$ cat src/rtl/fbm_pkg.sv
package fbm_pkg;

    localparam int KEY_W = 6;

    localparam logic [15:0] NO_SPACE = 16'hFFFF;
    localparam logic [15:0] NO_MATCH = 16'h003F;

    typedef enum logic [1:0] {
        OP_LOOKUP = 2'd0,
        OP_ALLOC  = 2'd1,
        OP_INVAL  = 2'd2,
        OP_COUNT  = 2'd3
    } fbm_op_e;

    typedef enum logic [2:0] {
        ST_IDLE,
        ST_REQ,
        ST_EVAL,
        ST_WRITE,
        ST_DONE
    } fbm_state_e;

    typedef struct packed {
        logic free;
        logic hit;
    } lane_flags_t;

    // bit 7 guards address bits 5:2, bit 6 guards address bits 3:0
    function automatic logic [7:0] entry_encode(input logic [KEY_W-1:0] a);
        return {~(a[5] ^ a[4] ^ a[3] ^ a[2]), ~(a[3] ^ a[2] ^ a[1] ^ a[0]), a};
    endfunction

    function automatic logic entry_valid(input logic [7:0] e);
        return e == entry_encode(e[KEY_W-1:0]);
    endfunction

    // sets the lowest clear bit of a byte
    function automatic logic [7:0] kill_entry(input logic [7:0] e);
        return e | (e + 8'd1);
    endfunction

endpackage

$ cat src/rtl/fbm_lane.sv
module fbm_lane
    import fbm_pkg::*;
(
    input  logic [7:0]       entry,
    input  logic             usable,
    input  logic [KEY_W-1:0] key,
    output lane_flags_t      flags
);
    always_comb begin
        flags.free = usable && (entry == 8'h00);
        flags.hit  = usable && entry_valid(entry) && (entry[KEY_W-1:0] == key);
    end
endmodule

$ cat src/rtl/fbm_word_eval.sv
module fbm_word_eval
    import fbm_pkg::*;
#(
    parameter int LANES = 2
) (
    input  logic [8*LANES-1:0]           rdata,
    input  logic                         last_word,
    input  logic [KEY_W-1:0]             key,
    output lane_flags_t [LANES-1:0]      flags
);
    for (genvar g = 0; g < LANES; g++) begin : g_lane
        localparam bit FIRST = (g == 0);
        logic lane_ok;
        // only the first byte of the final word belongs to the table
        assign lane_ok = FIRST || !last_word;
        fbm_lane u_lane (
            .entry  (rdata[8*g +: 8]),
            .usable (lane_ok),
            .key    (key),
            .flags  (flags[g])
        );
    end
endmodule

$ cat src/rtl/fbm_seq.sv
module fbm_seq
    import fbm_pkg::*;
#(
    parameter int ADDR_W    = 10,
    parameter int MAP_START = 32'h2D0,
    parameter int MAP_END   = 32'h2FC,
    parameter int BLK_W     = 6
) (
    input  logic                  clk,
    input  logic                  rst,
    input  logic                  cmd_valid,
    input  logic [1:0]            cmd_op,
    input  logic [KEY_W-1:0]      cmd_lblk,
    input  logic [BLK_W-1:0]      cmd_blk,
    output logic                  busy,
    output logic                  done,
    output logic [15:0]           result,
    output logic                  mem_req,
    output logic                  mem_we,
    output logic [ADDR_W-2:0]     mem_addr,
    output logic [15:0]           mem_wdata,
    input  logic [15:0]           mem_rdata,
    input  lane_flags_t [1:0]     flags,
    output logic                  last_word,
    output logic [KEY_W-1:0]      key
);
    localparam int WA_W    = ADDR_W - 1;
    localparam int MAP_CNT = MAP_END - MAP_START + 1;
    localparam logic [WA_W-1:0] START_W = WA_W'(MAP_START / 2);
    localparam logic [WA_W-1:0] END_W   = WA_W'(MAP_END / 2);

    fbm_state_e      state_q;
    fbm_op_e         op_q;
    logic [KEY_W-1:0] key_q;
    logic            lane_sel_q;
    logic [WA_W-1:0] cur_w_q;
    logic [15:0]     wr_q;
    logic [15:0]     res_q;

    logic [15:0] base16, blk0, blk1, cnt_low, cnt_high;
    logic [7:0]  sel_byte, new_byte;

    always_comb begin
        base16   = 16'({cur_w_q, 1'b0});
        blk0     = base16 - 16'(MAP_START);
        blk1     = blk0 + 16'd1;
        cnt_low  = 16'(MAP_END) - base16 + 16'd1;
        cnt_high = 16'(MAP_END) - base16;
        sel_byte = lane_sel_q ? mem_rdata[15:8] : mem_rdata[7:0];
        new_byte = kill_entry(sel_byte);
    end

    always_ff @(posedge clk) begin
        if (rst) begin
            state_q    <= ST_IDLE;
            op_q       <= OP_LOOKUP;
            key_q      <= '0;
            lane_sel_q <= 1'b0;
            cur_w_q    <= START_W;
            wr_q       <= '0;
            res_q      <= '0;
        end else begin
            case (state_q)
                ST_IDLE: begin
                    if (cmd_valid) begin
                        op_q       <= fbm_op_e'(cmd_op);
                        key_q      <= cmd_lblk;
                        lane_sel_q <= cmd_blk[0];
                        if (fbm_op_e'(cmd_op) == OP_INVAL) begin
                            if (32'(cmd_blk) >= MAP_CNT) begin
                                res_q   <= NO_SPACE;
                                state_q <= ST_DONE;
                            end else begin
                                cur_w_q <= START_W + WA_W'(cmd_blk >> 1);
                                state_q <= ST_REQ;
                            end
                        end else begin
                            cur_w_q <= START_W;
                            state_q <= ST_REQ;
                        end
                    end
                end
                ST_REQ: state_q <= ST_EVAL;
                ST_EVAL: begin
                    state_q <= ST_DONE;
                    case (op_q)
                        OP_LOOKUP: begin
                            if (flags[0].hit)      res_q <= blk0;
                            else if (flags[1].hit) res_q <= blk1;
                            else if (last_word)    res_q <= NO_MATCH;
                            else begin
                                cur_w_q <= cur_w_q + 1'b1;
                                state_q <= ST_REQ;
                            end
                        end
                        OP_ALLOC: begin
                            if (flags[0].free) begin
                                res_q   <= blk0;
                                wr_q    <= {mem_rdata[15:8], entry_encode(key_q)};
                                state_q <= ST_WRITE;
                            end else if (flags[1].free) begin
                                res_q   <= blk1;
                                wr_q    <= {entry_encode(key_q), mem_rdata[7:0]};
                                state_q <= ST_WRITE;
                            end else if (last_word) begin
                                res_q <= NO_SPACE;
                            end else begin
                                cur_w_q <= cur_w_q + 1'b1;
                                state_q <= ST_REQ;
                            end
                        end
                        OP_COUNT: begin
                            if (flags[0].free)      res_q <= cnt_low;
                            else if (flags[1].free) res_q <= cnt_high;
                            else if (last_word)     res_q <= 16'd0;
                            else begin
                                cur_w_q <= cur_w_q + 1'b1;
                                state_q <= ST_REQ;
                            end
                        end
                        default: begin
                            if (sel_byte == 8'hFF) begin
                                res_q <= 16'h00FF;
                            end else begin
                                res_q   <= {8'h00, new_byte};
                                wr_q    <= lane_sel_q ? {new_byte, mem_rdata[7:0]}
                                                      : {mem_rdata[15:8], new_byte};
                                state_q <= ST_WRITE;
                            end
                        end
                    endcase
                end
                ST_WRITE: state_q <= ST_DONE;
                default:  state_q <= ST_IDLE;
            endcase
        end
    end

    always_comb begin
        busy      = (state_q != ST_IDLE);
        done      = (state_q == ST_DONE);
        result    = res_q;
        mem_req   = (state_q == ST_REQ) || (state_q == ST_WRITE);
        mem_we    = (state_q == ST_WRITE);
        mem_addr  = cur_w_q;
        mem_wdata = wr_q;
        last_word = (cur_w_q == END_W);
        key       = key_q;
    end
endmodule

$ cat src/rtl/fuse_blkmap_engine.sv
module fuse_blkmap_engine
    import fbm_pkg::*;
#(
    parameter  int ADDR_W    = 10,
    parameter  int MAP_START = 32'h2D0,
    parameter  int MAP_END   = 32'h2FC,
    localparam int BLK_W     = $clog2(MAP_END - MAP_START + 1),
    localparam int WA_W      = ADDR_W - 1
) (
    input  logic              clk,
    input  logic              rst,
    input  logic              cmd_valid,
    input  logic [1:0]        cmd_op,
    input  logic [5:0]        cmd_lblk,
    input  logic [BLK_W-1:0]  cmd_blk,
    output logic              busy,
    output logic              done,
    output logic [15:0]       result,
    output logic              mem_req,
    output logic              mem_we,
    output logic [WA_W-1:0]   mem_addr,
    output logic [15:0]       mem_wdata,
    input  logic [15:0]       mem_rdata
);
    lane_flags_t [1:0] flags;
    logic              last_word;
    logic [KEY_W-1:0]  key;

    fbm_seq #(
        .ADDR_W    (ADDR_W),
        .MAP_START (MAP_START),
        .MAP_END   (MAP_END),
        .BLK_W     (BLK_W)
    ) u_seq (
        .clk       (clk),
        .rst       (rst),
        .cmd_valid (cmd_valid),
        .cmd_op    (cmd_op),
        .cmd_lblk  (cmd_lblk),
        .cmd_blk   (cmd_blk),
        .busy      (busy),
        .done      (done),
        .result    (result),
        .mem_req   (mem_req),
        .mem_we    (mem_we),
        .mem_addr  (mem_addr),
        .mem_wdata (mem_wdata),
        .mem_rdata (mem_rdata),
        .flags     (flags),
        .last_word (last_word),
        .key       (key)
    );

    fbm_word_eval #(.LANES(2)) u_eval (
        .rdata     (mem_rdata),
        .last_word (last_word),
        .key       (key),
        .flags     (flags)
    );
endmodule

$ cat config.mk
export PLATFORM = sky130hd
export DESIGN_NAME = fuse_blkmap_engine
export DESIGN_NICKNAME = d
export VERILOG_FILES = /design/src/rtl/fbm_pkg.sv /design/src/rtl/fbm_lane.sv /design/src/rtl/fbm_word_eval.sv /design/src/rtl/fbm_seq.sv /design/src/rtl/fuse_blkmap_engine.sv
export SDC_FILE = /design/constraint.sdc
export NUM_CORES = 1
export LEC_CHECK = 0
export BUFFER_PORTS_ARGS = -buffer_cell sky130_fd_sc_hd__buf_2
export CORE_ASPECT_RATIO = 1.25
export CORE_MARGIN = 3
export CORE_UTILIZATION = 40
export CTS_CLUSTER_SIZE = 12
export DETAILED_ROUTE_END_ITERATION = 8
export SYNTH_ARGS = -nofsm -noshare
export SYNTH_HDL_FRONTEND = slang
export SYNTH_SLANG_ARGS = --single-unit
$ cat constraint.sdc
create_clock -name clk -period 3.1 [get_ports clk]
set_input_delay 0.465 -clock clk [delete_from_list [all_inputs] [get_ports clk]]
set_output_delay 0.465 -clock clk [all_outputs]
set_load 0.03 [all_outputs]
### Yosys cells after proc, flatten, opt, wreduce, memory -nomap -nowiden

Cells that the tools add are included.

* bits in read-only memories: 0
* word-level logic and storage cells: 130
* bits in latches: 0
* output and inout port bits: 45
* input port bits: 33
* memories: 0
* register bits after elaboration: 53
* RAM bits: 0

* shift-type cells: 0
* equal/unequal tests: 27
* muxes and demuxes: 44
* bitwise gates (word level): 26
* multiply operators: 0
* magnitude comparators: 1
* div/mod/pow operators: 0
* $add $sub $neg: 7
* reduce and logical (&&, ||, !) cells: 18

Operator list (number)
* 2-to-1 mux 16 bit: 16
* 2-to-1 mux 9 bit: 8
* case mux 16 bit (2 select lines): 2
* case mux 16 bit (3 select lines): 1
* case mux 9 bit (2 select lines): 2
* 2-to-1 mux 3 bit: 11
* adder 16 x 1 -> 16 bit, second input constant: 2
* != test 3 bit, second input constant: 6
* XOR 1 bit: 18
* logical NOT 8 bit: 2
* 2-to-1 mux 8 bit: 2
* != test 5 x 4 -> 1 bit, second input constant: 3
* == test 6 bit: 2
* case mux 3 bit (4 select lines): 1
* subtractor 10 x 10 -> 11 bit, first input constant: 1
* subtractor 10 x 10 -> 11 bit, second input constant: 1
* adder 9 x 1 -> 9 bit, second input constant: 1
* adder 9 x 5 -> 9 bit, first input constant: 1
* == test 9 bit, second input constant: 1
* case mux 3 bit (3 select lines): 1
* adder 8 x 1 -> 8 bit, second input constant: 1
* == test 8 bit, second input constant: 1
* OR 8 bit: 1
* AND reduction 8 bit: 1
* 22 further kinds: 37

### Depth between registers and ports, before layout

Gate-level depths: netlist of the first run.

* depth in word-level cells: 11
* mapped depth: 11
* depth with buffers taken out: 9

### By module

A second synthesis of the first run with hierarchy kept.

* cell total of the unflattened synthesis: 511
* area total of the unflattened synthesis: 3938.8 sq um

Modules (own cells, without submodules)
* fbm_seq: instances 1, cells each 461, area an instance 3558.4 sq um, sequential area each 960.9 sq um
* fbm_lane: instances 2, cells each 24, area an instance 186.4 sq um, sequential area each 0.0 sq um
* fbm_word_eval: instances 1, cells each 2, area an instance 7.5 sq um, sequential area each 0.0 sq um

### Least setup slack after synthesis of the first run

No wires, ideal clock.

* path kind: input -> register
* start point: in mem_rdata[10]
* end point: reg u_seq.res_q[3] (netlist: u_seq.result[3])
* slack: 0.463 ns
* buffers on the path: 2
* data required time: 3.030 ns
* cell stages on the path: 11
* data arrival time: 2.567 ns
* library setup time: 0.070 ns
* cell sequence: buf_2 -> inv_1 -> ha_1 -> xnor2_1 -> xnor2_1 -> or4_1 -> and2_1 -> a41oi_1 -> buf_2 -> o21ai_0 -> a21oi_1

* cells in the longest elaborated chain, start to end: 11
* elaborated cells on any way between the ends: 29
* those cells by class: add/sub: 1; eq/ne: 6; mux: 10; bitwise: 7; reduce/logical: 5

RTL lines
* start, declared: RTL line fuse_blkmap_engine.sv:23 `input logic [15:0] mem_rdata`
* parallel branches: the longest is 11 deep, another holds adder 8 x 1 -> 8 bit
* end signal, assigned: RTL line fbm_seq.sv:88 `if (flags[0].hit) res_q <= blk0;`
* end signal, assigned: RTL line fbm_seq.sv:89 `else if (flags[1].hit) res_q <= blk1;`
* end signal, assigned: RTL line fbm_seq.sv:98 `res_q <= blk0;`
* end, declared: RTL line fbm_seq.sv:38 `logic [15:0] res_q;`

Several ways; the timed one is not identified.
A chain may end at the register's enable or synchronous reset.

### Final worst setup path of the first run

* start point: reg u_seq.cur_w_q[7] (netlist: u_seq.mem_addr[7])
* end point: reg u_seq.res_q[4] (netlist: u_seq.result[4])

* cells in the longest elaborated chain, start to end: 8
* elaborated cells on any way between the ends: 17
* those cells by class: eq/ne: 4; mux: 8; reduce/logical: 5

RTL lines
* start, declared: RTL line fbm_seq.sv:36 `logic [WA_W-1:0] cur_w_q;`
* start signal, assigned: RTL line fbm_seq.sv:74 `cur_w_q <= START_W + WA_W'(cmd_blk >> 1);`
* start signal, assigned: RTL line fbm_seq.sv:92 `cur_w_q <= cur_w_q + 1'b1;`
* start signal, assigned: RTL line fbm_seq.sv:108 `cur_w_q <= cur_w_q + 1'b1;`
* == test 9 bit *: RTL line fbm_seq.sv:147 `last_word = (cur_w_q == END_W);`
* logical NOT 1 bit: RTL line fbm_word_eval.sv:15 `assign lane_ok = FIRST || !last_word;`
* logical AND 1 bit (2 in a row): RTL line fbm_lane.sv:11 `flags.hit = usable && entry_valid(entry) && (entry[KEY_W-1:0] == key);`
* 2-to-1 mux 16 bit: RTL line fbm_seq.sv:89
* 2-to-1 mux 16 bit: RTL line fbm_seq.sv:88
* case mux 16 bit (3 select lines): RTL line fbm_seq.sv:86 `case (op_q)`
* case mux 16 bit (2 select lines): RTL line fbm_seq.sv:63 `case (state_q)`

Every way passes the cells marked *; elsewhere a longest branch is shown, timed or not.

==> flow_metrics.tcl, run 1 <==
set metrics [dict create \
    required_ns 3.32 \
    syn_to_final_growth_pct 15.92 \
    numCtsBuffers 5 \
    final_hold_viol_count 0 \
    antenna_found_initial 0 \
    power_density_mw_per_mm2 412.4 \
    drt-initial-drc-count 230 \
    hp-class "primary input to register" \
    layout.nets 616 \
    grt_start_max_net_pins 27 \
    fin_ws_ns 0.3701 \
    layout_commonest_cell "buf_2" \
    n_antenna_cell 0 \
    dieArea_mm2 0.01045 \
    cts_hold_buffers 0 \
    drive_gt1_frac 0.2004 \
    end_kind "register" \
    drv_slew 0 \
    rsz0062_at_grt "no" \
    power_switching_share 0.3672 \
    core_mm2 0.008843 \
    tightest_slew_ns 0.6188 \
    regToRegSetupSlack_ns 0.37 \
    yosys.area.top_type "dfxtp_1" \
    start_kind "register" \
    post-place-cells 681 \
    critPathKind "register to register" \
    ys_async_sr_fraction 0 \
    gp_congestion 0.9148 \
    seqPwrFrac 0.402 \
    period_minus_slack_ns 2.730 \
    pre_cts_ws_ns 0.1392 \
    fin_util 0.4853 \
    tns_ns 0 \
    cp_num_cells 8 \
    pwr-share-comb 0.339 \
    postCtsSetupBuffers 0 \
    num_rows 38 \
    max_stage_delay_ns 0.60 \
    cellInternalPower_mw 1.120 \
    path_cells "nand4b_1 > o211ai_1 > or4_1 > and2_1 > a41oi_1 > buf_4 > nor2_1 > a211oi_1" \
    status "complete, no violations" \
    power.total_mw 1.770 \
    ant_nets 0 \
    drt_pass1_iterations 5 \
    syn_inst 510 \
    wire_per_inst_um 17.35 \
    ctsRootBufferMaster "clkbuf_8" \
    clock.fmax_mhz 366.3 \
    arrival_ns 2.95 \
    vias 3973 \
    grt_pass1_wl_mm 19.46 \
    critPathMaxFanout 13 \
    ios 78 \
    finalCritPeriodShare 0.8806 \
    fin_hold_ws_ns 0.3819 \
    die_y_um 113.6 \
    ys_seq_area_frac 0.2595 \
    instances_no_fill 689 \
    die_w_um 92.05 \
    dp_hpwl_mm 9.342 \
    placed_cell_area_mm2 0.004184 \
    cts_sinks 48 \
    cp-endpoint "u_seq.result[4]" \
    synth-seq-cells 48 \
    grt_usage 0.2302 \
    finClkSkew_ns 0.01003 \
    io_buffer_count 77 \
    fillers 978 \
    worstReg2RegEnd "u_seq.result[4]" \
    critPathSlowestCell "dfxtp_1" \
    mostFrequentLayoutCells "buf_2 (77), nand2_1 (67), nor2_1 (49), dfxtp_1 (48), a21oi_1 (47)" \
    power.leakage_nw 1.833 \
    finalSetupViolations 0 \
    worst-path-buf-inv 1 \
    start_util 0.4186 \
    synth_ff_type "dfxtp_1" \
    drv_cap 0 \
    cts_resized 0 \
    htree_levels 2 \
    pwr-share-clk 0.260 \
    ys_warn_count 0 \
    ir_drop_uv 205.8 \
    r2r_cells 8 \
    synth_top_area_share 0.2595 \
    syn_nets 558 \
    clk_path_buf_depth 2 \
    drc 0 \
    grt_pass1_vias 3925 \
    synth_area_mm2 0.003702 \
    p_switching_mw 0.6499 \
    syn_area_per_cell_um2 7.259 \
    synth_edf_count 0 \
    clk_latency_ns 0.31 \
    relSlewSlack 0.5875 \
    critPathTopFamily "simple AND/OR/NAND/NOR gates" \
    cts_tree "built" \
    timing.rr.start "u_seq.mem_addr[7]" \
    grt.overflow.total 0 \
    crit_start "u_seq.mem_addr[7]" \
    synth.area.top_cells "dfxtp_1 (26%), nand2_1 (6.8%), a21oi_1 (6.4%), xnor2_1 (5.7%), ha_1 (5.1%)" \
    viasPerCell 5.766 \
    synth.distinct_cells 63 \
    final_cell_area_mm2 0.004292 \
    path_clk_slew_ns 0.10 \
    routed_wl_mm 11.96 \
]
[Yosys cell counts, types with 13 or more instances]
cell type and instances:
xor2_1 13, o21ai_0 34, nand2_1 67, nor2_1 49
clkbuf_1 33, a21oi_1 47, nand3_1 15, dfxtp_1 48
ha_1 15, inv_1 24, nor3_1 13, xnor2_1 24
[per-layer routing]
metal | global-route usage | vias to the layer above | routed length [um]
met5 | 0 | - | 0
met4 | 0.1100 | 0 | 462
met3 | 0.02968 | 31 | 666
met2 | 0.4089 | 158 | 5994
met1 | 0.2733 | 1855 | 4832
li1 | - | 1929 | -
[power groups by stage]
stage               clock network (mW)  registers [mW]  logic [mW]
finish                           0.459           0.711       0.600
floorplan                            0           0.758       0.391
global route                     0.501           0.718       0.657
detailed placement                   0           0.725       0.597
global placement                     0           0.724       0.596
CTS                              0.474           0.710       0.600
[flip-flops by register name, summed over array words and instances (netlist names)]
signal / cells
u_seq.mem_wdata: 16
u_seq.result: 11
u_seq.key: 6
u_seq.state_q: 3
u_seq.mem_addr: 9
u_seq.lane_sel_q: 1
u_seq.op_q: 2
[how the worst min path moves through the flow]
| stage | startpoint | to | slack, ns | cells after the start |
|---|---|---|---|---|
| 3_3_place_gp | u_seq.mem_wdata[12] | u_seq.mem_wdata[12] | 0.44 | 2 |
| 3_5_place_dp | u_seq.mem_wdata[8] | u_seq.mem_wdata[8] | 0.44 | 2 |
| 2_1_floorplan | u_seq.op_q[1] | u_seq.op_q[1] | 0.47 | 2 |
| 6_report | cmd_lblk[0] | u_seq.key[0] | 0.38 | 3 |
| 5_1_grt | cmd_lblk[3] | u_seq.key[3] | 0.37 | 3 |
| 4_1_cts | cmd_lblk[0] | u_seq.key[0] | 0.37 | 3 |
[area by class of cell]
| cell class | instances | area (um^2) | area share |
|---|---|---|---|
| Timing Repair Buffer | 98 | 543.0 | 0.1265 |
| Clock inverter | 2 | 35.03 | 0.008163 |
| Tap cell | 120 | 150.1 | 0.03499 |
| Sequential cell | 48 | 960.9 | 0.2239 |
| Inverter | 24 | 90.09 | 0.02099 |
| Multi-Input combinational cell | 391 | 2440 | 0.5685 |
| Clock buffer | 6 | 72.57 | 0.01691 |
[worst reg2reg max path: cells and delay by family (launching register included)]
| family | cells | cell delay (ns) |
|---|---|---|
| buf+inv | 1 | 0.23 |
| simple gates | 4 | 1.17 |
| compound gates | 3 | 0.64 |
| flops | 1 | 0.60 |
[logic make-up (layout without fill, tap and decap cells)]
kind of cell | count (synthesis) | after routing | synth area share
AOI/OAI and AO/OA | 153 | 153 | 0.2795
xor gates and xnor gates | 37 | 37 | 0.08753
adders and majority gates | 15 | 15 | 0.05069
buffers and inverters | 71 | 130 | 0.08145
DFF | 48 | 48 | 0.2595
muxes | 5 | 5 | 0.01386
and+or+nand+nor | 181 | 181 | 0.2274
Note: power is estimated with default switching activity, not from simulation.
==> inputs of run 2 (changes only) <==
--- a/config.mk
+++ b/config.mk
@@ -5,6 +5,7 @@
 export SDC_FILE = /design/constraint.sdc
 export NUM_CORES = 1
 export LEC_CHECK = 0
+export ABC_AREA = 1
 export BUFFER_PORTS_ARGS = -buffer_cell sky130_fd_sc_hd__buf_2
 export CORE_ASPECT_RATIO = 1.25
 export CORE_MARGIN = 3
==> run 2 against run 1 <==
  * Total power increased by 32%
  * Synthesized area up 7.0%
  * Fmax increased by 6.2%
  * Routed wire length is 7.3% higher
  * Core utilization down 2.0 points
  * Sequential share of layout area shrank 0.99 points
  * Critical path depth up 5
  * Clock power is 39% higher
  * Register-to-register slack gained 0.16 ns
  * Combinational power up 54%
  * Hold slack improved by 0.038 ns
  * Global-route usage rose by 0.66 points
  * Critical endpoint is now u_seq.mem_addr[4]
  * Largest power group is now combinational cells
  * Highest routed layer unchanged
==> flow_metrics.tcl, run 2 <==
set metrics [dict create \
    synth_area_mm2 0.003961 \
    gp_congestion 1.045 \
    arrival_ns 2.74 \
    cpMostUsedCell "nand2_1" \
    end_kind "register" \
    dp_hpwl_mm 10.19 \
    seq_area_um2 960.9 \
    syn_nets 707 \
    tightest_slew_ns 0.6935 \
    postCtsSetupBuffers 0 \
    ant_nets 0 \
    required_ns 3.28 \
    top_layer "met4" \
    viasPerCell 5.197 \
    die_y_um 117.3 \
    start_util 0.4101 \
    critPathKind "register to register" \
    grt_pass1_vias 4112 \
    io_buffer_count 77 \
    period_minus_slack_ns 2.570 \
    finalCritPeriodShare 0.8289 \
    clk_latency_ns 0.30 \
    instances_no_fill 847 \
    yosys.area.top_type "dfxtp_1" \
    die_w_um 95.01 \
    met2WireLength_mm 6.025 \
    syn_inst 659 \
    drc 0 \
    start_kind "register" \
    cts_tree "built" \
    routed_wl_mm 12.82 \
    ir_drop_uv 359.1 \
    placed_cell_area_mm2 0.004319 \
    path_cells "inv_1 > ha_1 > nand2_1 > nor2_1 > nand3_1 > nand2_1 > nand2_1 > nand2_1 > nand3_1 > nor2_2 > nand2_2 > o21ai_0 > a21oi_1" \
    power.total_mw 2.334 \
    grt_pass1_wl_mm 20.36 \
    numCtsBuffers 5 \
    rsz0062_at_grt "no" \
    antenna_found_initial 0 \
    cts_sinks 48 \
    synth-seq-cells 48 \
    final_hold_viol_count 0 \
    timing.rr.start "u_seq.mem_addr[0]" \
    ys_async_sr_fraction 0 \
    core_mm2 0.009659 \
    syn_to_final_growth_pct 13.36 \
    ys_warn_count 0 \
    whs_endpoint "u_seq.mem_addr[7]" \
    synth_most_common_cell "nand2_1" \
    wire_per_inst_um 15.14 \
    critPathSlowestCell "dfxtp_1" \
    drt_pass1_iterations 5 \
    syn_area_per_cell_um2 6.011 \
    relSlewSlack 0.5370 \
    wl_met1_mm 5.338 \
    clk_path_buf_depth 2 \
    synth.distinct_cells 45 \
    grt_start_max_net_pins 29 \
    power_density_mw_per_mm2 519.7 \
    largest_register_ffs 16 \
    grt.overflow.total 0 \
    min_from "rst" \
    synth.area.top_cells "dfxtp_1 (24%), nand2_1 (19%), nor2_1 (8.6%), inv_1 (7.0%), o21ai_0 (6.8%)" \
    regToRegSetupSlack_ns 0.53 \
    synth_edf_count 0 \
    finalSetupViolations 0 \
    synth_common_cells "nand2_1 (202), nor2_1 (91), inv_1 (74)" \
    layout.nets 768 \
    finClkSkew_ns 0.005810 \
    r2r_cells 13 \
    dieArea_mm2 0.01114 \
    n_antenna_cell 0 \
    drv_slew 0 \
    fin_util 0.4649 \
    ys_seq_area_frac 0.2426 \
    synth_ff_type "dfxtp_1" \
    layout_commonest_cell "nand2_1" \
    multiInputGateArea_mm2 0.002497 \
    cts_hold_buffers 0 \
    cts_resized 0 \
    final_cell_area_mm2 0.004491 \
    status "complete, no violations" \
    max_stage_delay_ns 0.36 \
    dr_wl_met3_um 778 \
    synth_top_area_share 0.2426 \
    ctsRootBufferMaster "clkbuf_16" \
    grt_usage 0.2368 \
    vias 4402 \
    power.leakage_nw 2.330 \
    critPathMaxFanout 17 \
    tns_ns 0 \
    fillers 1086 \
    drt-initial-drc-count 260 \
    drv_cap 0 \
    mostFrequentLayoutCells "nand2_1 (202), nor2_1 (91), buf_2 (77), inv_1 (74), o21ai_0 (54)" \
    drive_gt1_frac 0.1512 \
    htree_levels 2 \
    ios 78 \
    num_rows 40 \
    hp-class "primary input to register" \
    worstReg2RegEnd "u_seq.mem_addr[4]" \
    path_clk_slew_ns 0.07 \
    clock.fmax_mhz 389.1 \
    hold_depth 2 \
    post-place-cells 839 \
]
## run 2: changes by cell type after synthesis, sizes merged, moves of 6 or more
cell | previous run | this run
inv | 24 | 77
clkbuf | 33 | 10
a311oi | 6 | 0
nor2 | 49 | 96
a211oi | 10 | 1
o21ai | 35 | 59
xnor2 | 24 | 9
nand3 | 15 | 25
nand2 | 67 | 208
nor3 | 13 | 5
## run 2: logic make-up (layout without fill, tap and decap cells)
kind of cell / count (synthesis) / after routing / synth area share
AOI/OAI and AO/OA: 129 / 129 / 0.1832
adders and majority gates: 15 / 15 / 0.04738
and+or+nand+nor: 343 / 343 / 0.3557
DFF: 48 / 48 / 0.2426
xor gates and xnor gates: 20 / 20 / 0.04422
buffers and inverters: 104 / 166 / 0.1270
## run 2: per-stage QoR
step,hold WS [ns],setup WS [ns]
CTS,0.4168,0.5613
global route,0.4353,0.3369
floorplan,0.4903,0.9371
global placement,0.4608,0.4670
finish,0.4196,0.5303
detailed placement,0.4638,0.4547
## run 2: worst max-delay path by stage
stage | startpoint | end
after floorplan | u_seq.mem_addr[0] | u_seq.mem_addr[6]
after global placement | mem_rdata[2] | u_seq.result[0]
after detailed placement | mem_rdata[2] | u_seq.result[0]
after CTS | u_seq.mem_addr[0] | u_seq.mem_addr[4]
after global routing | u_seq.mem_addr[0] | u_seq.mem_addr[8]
final | u_seq.mem_addr[0] | u_seq.mem_addr[4]
## run 2: report_power, final
part | internal (mW) | total (mW) | switching [mW]
Clock | 0.384 | 0.640 | 0.256
Sequential | 0.687 | 0.767 | 0.0806
Combinational | 0.285 | 0.926 | 0.641
## run 2: cell type report
class	instances	share of cell area
Tap cell	126	0.03511
Inverter	78	0.06576
Clock inverter	3	0.01031
Timing Repair Buffer	80	0.09083
Sequential cell	48	0.2140
Multi-Input combinational cell	507	0.5561
Clock buffer	5	0.02786
## run 2: routing by layer
metal	global-route usage	vias to the layer above
met2	0.3951	180
li1	-	2217
met5	0	-
met1	0.2891	1968
met3	0.03197	37
met4	0.1415	0
## run 2: critical path: cells and delay by family, from the launching register on
| kind | cells | cell delay [ns] |
|---|---|---|
| fa+ha+maj | 1 | 0.17 |
| buf+inv | 1 | 0.16 |
| compound gates | 2 | 0.35 |
| flops | 1 | 0.36 |
| simple gates | 9 | 1.42 |
==> inputs of run 3 (changes only) <==
--- a/config.mk
+++ b/config.mk
@@ -5,7 +5,7 @@
 export SDC_FILE = /design/constraint.sdc
 export NUM_CORES = 1
 export LEC_CHECK = 0
-export ABC_AREA = 1
+export ABC_AREA = 0
 export BUFFER_PORTS_ARGS = -buffer_cell sky130_fd_sc_hd__buf_2
 export CORE_ASPECT_RATIO = 1.25
 export CORE_MARGIN = 3
==> constraint.sdc (replaced) <==
create_clock -name clk -period 2.5 [get_ports clk]
set_input_delay 0.375 -clock clk [delete_from_list [all_inputs] [get_ports clk]]
set_output_delay 0.375 -clock clk [all_outputs]
set_load 0.03 [all_outputs]
==> run 3 against run 2 <==
  * Combinational power fell by 3.0%
  * Sequential cell count stayed put
  * First-iteration DRC count is 3.1% higher
  * Final area rose by 6.8%
  * Critical path type unchanged
  * Largest cell class unchanged
  * Via count fell by 3.5%
==> flow_metrics.tcl, run 3 (synthesis results as in run 1) <==
set metrics [dict create \
    tightest_slew_ns 0.6822 \
    cp-endpoint "u_seq.mem_addr[2]" \
    dieArea_mm2 0.01045 \
    routed_wl_mm 12.53 \
    critPathMaxFanout 8 \
    die_y_um 113.6 \
    largest_register_ffs 16 \
    drv_slew 0 \
    pre_cts_ws_ns -0.2242 \
    critPathKind "register to register" \
    viasPerCell 5.798 \
    power_density_mw_per_mm2 472.3 \
    end_kind "register" \
    grt_pass1_vias 4155 \
    finalCritPeriodShare 0.9834 \
    num_rows 38 \
    power.leakage_nw 2.087 \
    status "complete, no violations" \
    ant_nets 0 \
    start_kind "register" \
    grt.overflow.total 0 \
    grt_usage 0.2383 \
    cts_tree "built" \
    placed_cell_area_mm2 0.004518 \
    gp_congestion 0.9247 \
    timing.rr.start "u_seq.mem_addr[0]" \
    drt_pass1_iterations 5 \
    clock.fmax_mhz 406.8 \
    arrival_ns 2.66 \
    layout.nets 661 \
    clk_latency_ns 0.30 \
    hp-class "primary input to register" \
    path_clk_slew_ns 0.09 \
    drt-initial-drc-count 268 \
    mostFrequentLayoutCells "buf_2 (77), nand2_1 (66), buf_4 (62), nor2_1 (48), dfxtp_1 (45)" \
    io_buffer_count 77 \
    fin_ws_ns 0.04154 \
    vias 4250 \
    cts_sinks 48 \
    drive_gt1_frac 0.2969 \
    period_minus_slack_ns 2.458 \
    crit_start "u_seq.mem_addr[0]" \
    n_antenna_cell 0 \
    drc 0 \
    ir_drop_uv 227.3 \
    fillers 901 \
    cts_hold_buffers 0 \
    die_w_um 92.05 \
    final_cell_area_mm2 0.004796 \
    final_hold_viol_count 0 \
    core_mm2 0.008843 \
    finClkSkew_ns 0.006389 \
    numCtsBuffers 5 \
    worstReg2RegEnd "u_seq.mem_addr[2]" \
    required_ns 2.70 \
    antenna_found_initial 0 \
    clk_path_buf_depth 2 \
    ctsRootBufferMaster "clkbuf_8" \
    regToRegSetupSlack_ns 0.04 \
    grt_start_max_net_pins 26 \
    syn_to_final_growth_pct 29.54 \
    grt_pass1_wl_mm 20.18 \
    layout_commonest_cell "buf_2" \
    dp_hpwl_mm 9.842 \
    relSlewSlack 0.5452 \
    wire_per_inst_um 17.09 \
    r2r_cells 11 \
    finalSetupViolations 0 \
    ios 78 \
    start_util 0.4186 \
    drv_cap 0 \
    htree_levels 2 \
    rsz0062_at_grt "yes" \
]
run 3: cell count changes in the layout (fill, tap and decap cells not counted), moves of 5 or more:
| cell | previous run | this run |
|---|---|---|
| xnor2_1 | 9 | 24 |
| nor3_1 | 5 | 13 |
| nand2_1 | 202 | 66 |
| clkbuf_8 | 0 | 7 |
| buf_4 | 3 | 62 |
| nand2_2 | 6 | 0 |
| inv_1 | 74 | 23 |
| o21ai_0 | 54 | 31 |
| a21oi_1 | 49 | 44 |
| a211oi_1 | 0 | 9 |
| nor2_1 | 91 | 48 |
| nand3_1 | 24 | 15 |
run 3: worst min-delay path by stage:
| stage | to | depth (start not counted) | slack [ns] | startpoint |
|---|---|---|---|---|
| 2_1_floorplan | u_seq.op_q[1] | 2 | 0.47 | u_seq.op_q[1] |
| 3_3_place_gp | u_seq.mem_wdata[12] | 2 | 0.44 | u_seq.mem_wdata[12] |
| 3_5_place_dp | u_seq.mem_wdata[8] | 2 | 0.45 | u_seq.mem_wdata[8] |
| 4_1_cts | u_seq.key[0] | 3 | 0.29 | cmd_lblk[0] |
| 5_1_grt | u_seq.key[0] | 3 | 0.30 | cmd_lblk[0] |
| 6_report | u_seq.key[4] | 3 | 0.30 | cmd_lblk[4] |
run 3: per-layer routing:
| metal | vias up | share of wire | GRT usage |
|---|---|---|---|
| li1 | 2017 | - | - |
| met1 | 1968 | 0.39 | 0.2728 |
| met2 | 215 | 0.50 | 0.4235 |
| met3 | 50 | 0.054 | 0.03100 |
| met4 | 0 | 0.052 | 0.1378 |
| met5 | - | 0 | 0 |
run 3: what timing repair did:
action	in CTS	in global routing
setup buffers	2	1
hold endpoints to repair	0	0
resized for setup	1	31
gates cloned	0	2
endpoints found under the setup margin	3	24
pin swaps	1	8
run 3: final cells by class:
| cell class | count | area, um^2 | share of cell area |
|---|---|---|---|
| Multi-Input combinational cell | 391 | 2567 | 0.5354 |
| Timing Repair Buffer | 143 | 927.1 | 0.1933 |
| Inverter | 24 | 90.09 | 0.01878 |
| Tap cell | 120 | 150.1 | 0.03131 |
| Clock buffer | 7 | 96.34 | 0.02009 |
| Sequential cell | 48 | 964.7 | 0.2011 |
run 3: report_power, final:
part	total [mW]	switching, mW	internal, mW	leakage (nW)
Sequential	0.863	0.0454	0.818	0.392
Clock	0.504	0.257	0.247	0.0503
Combinational	0.898	0.535	0.363	1.64
run 3: through the flow:
step                      hold WS (ns)  std cells  power (mW)  setup TNS, ns    util
after CTS                       0.2942        730       2.212              0  0.5236
final                           0.3021        733       2.265              0  0.5423
after global placement          0.4399        721       1.694        -0.7085  0.5109
after detailed placement        0.4473        721       1.707         -1.911  0.5109
after global routing            0.3020        733       2.386       -0.08005  0.5423
after floorplan                 0.4692        510       1.429       -0.02474       -
run 3: worst max-delay path, stage by stage, from the launching register on:
cell and delay (ns):
dfxtp_2 0.34, inv_2 0.04, ha_4 0.14, nand4b_1 0.17, buf_4 0.17, nor2_2 0.05, or4_4 0.42, o211a_4 0.16
a311oi_4 0.39, buf_12 0.18, o21ai_2 0.05, a32o_1 0.22
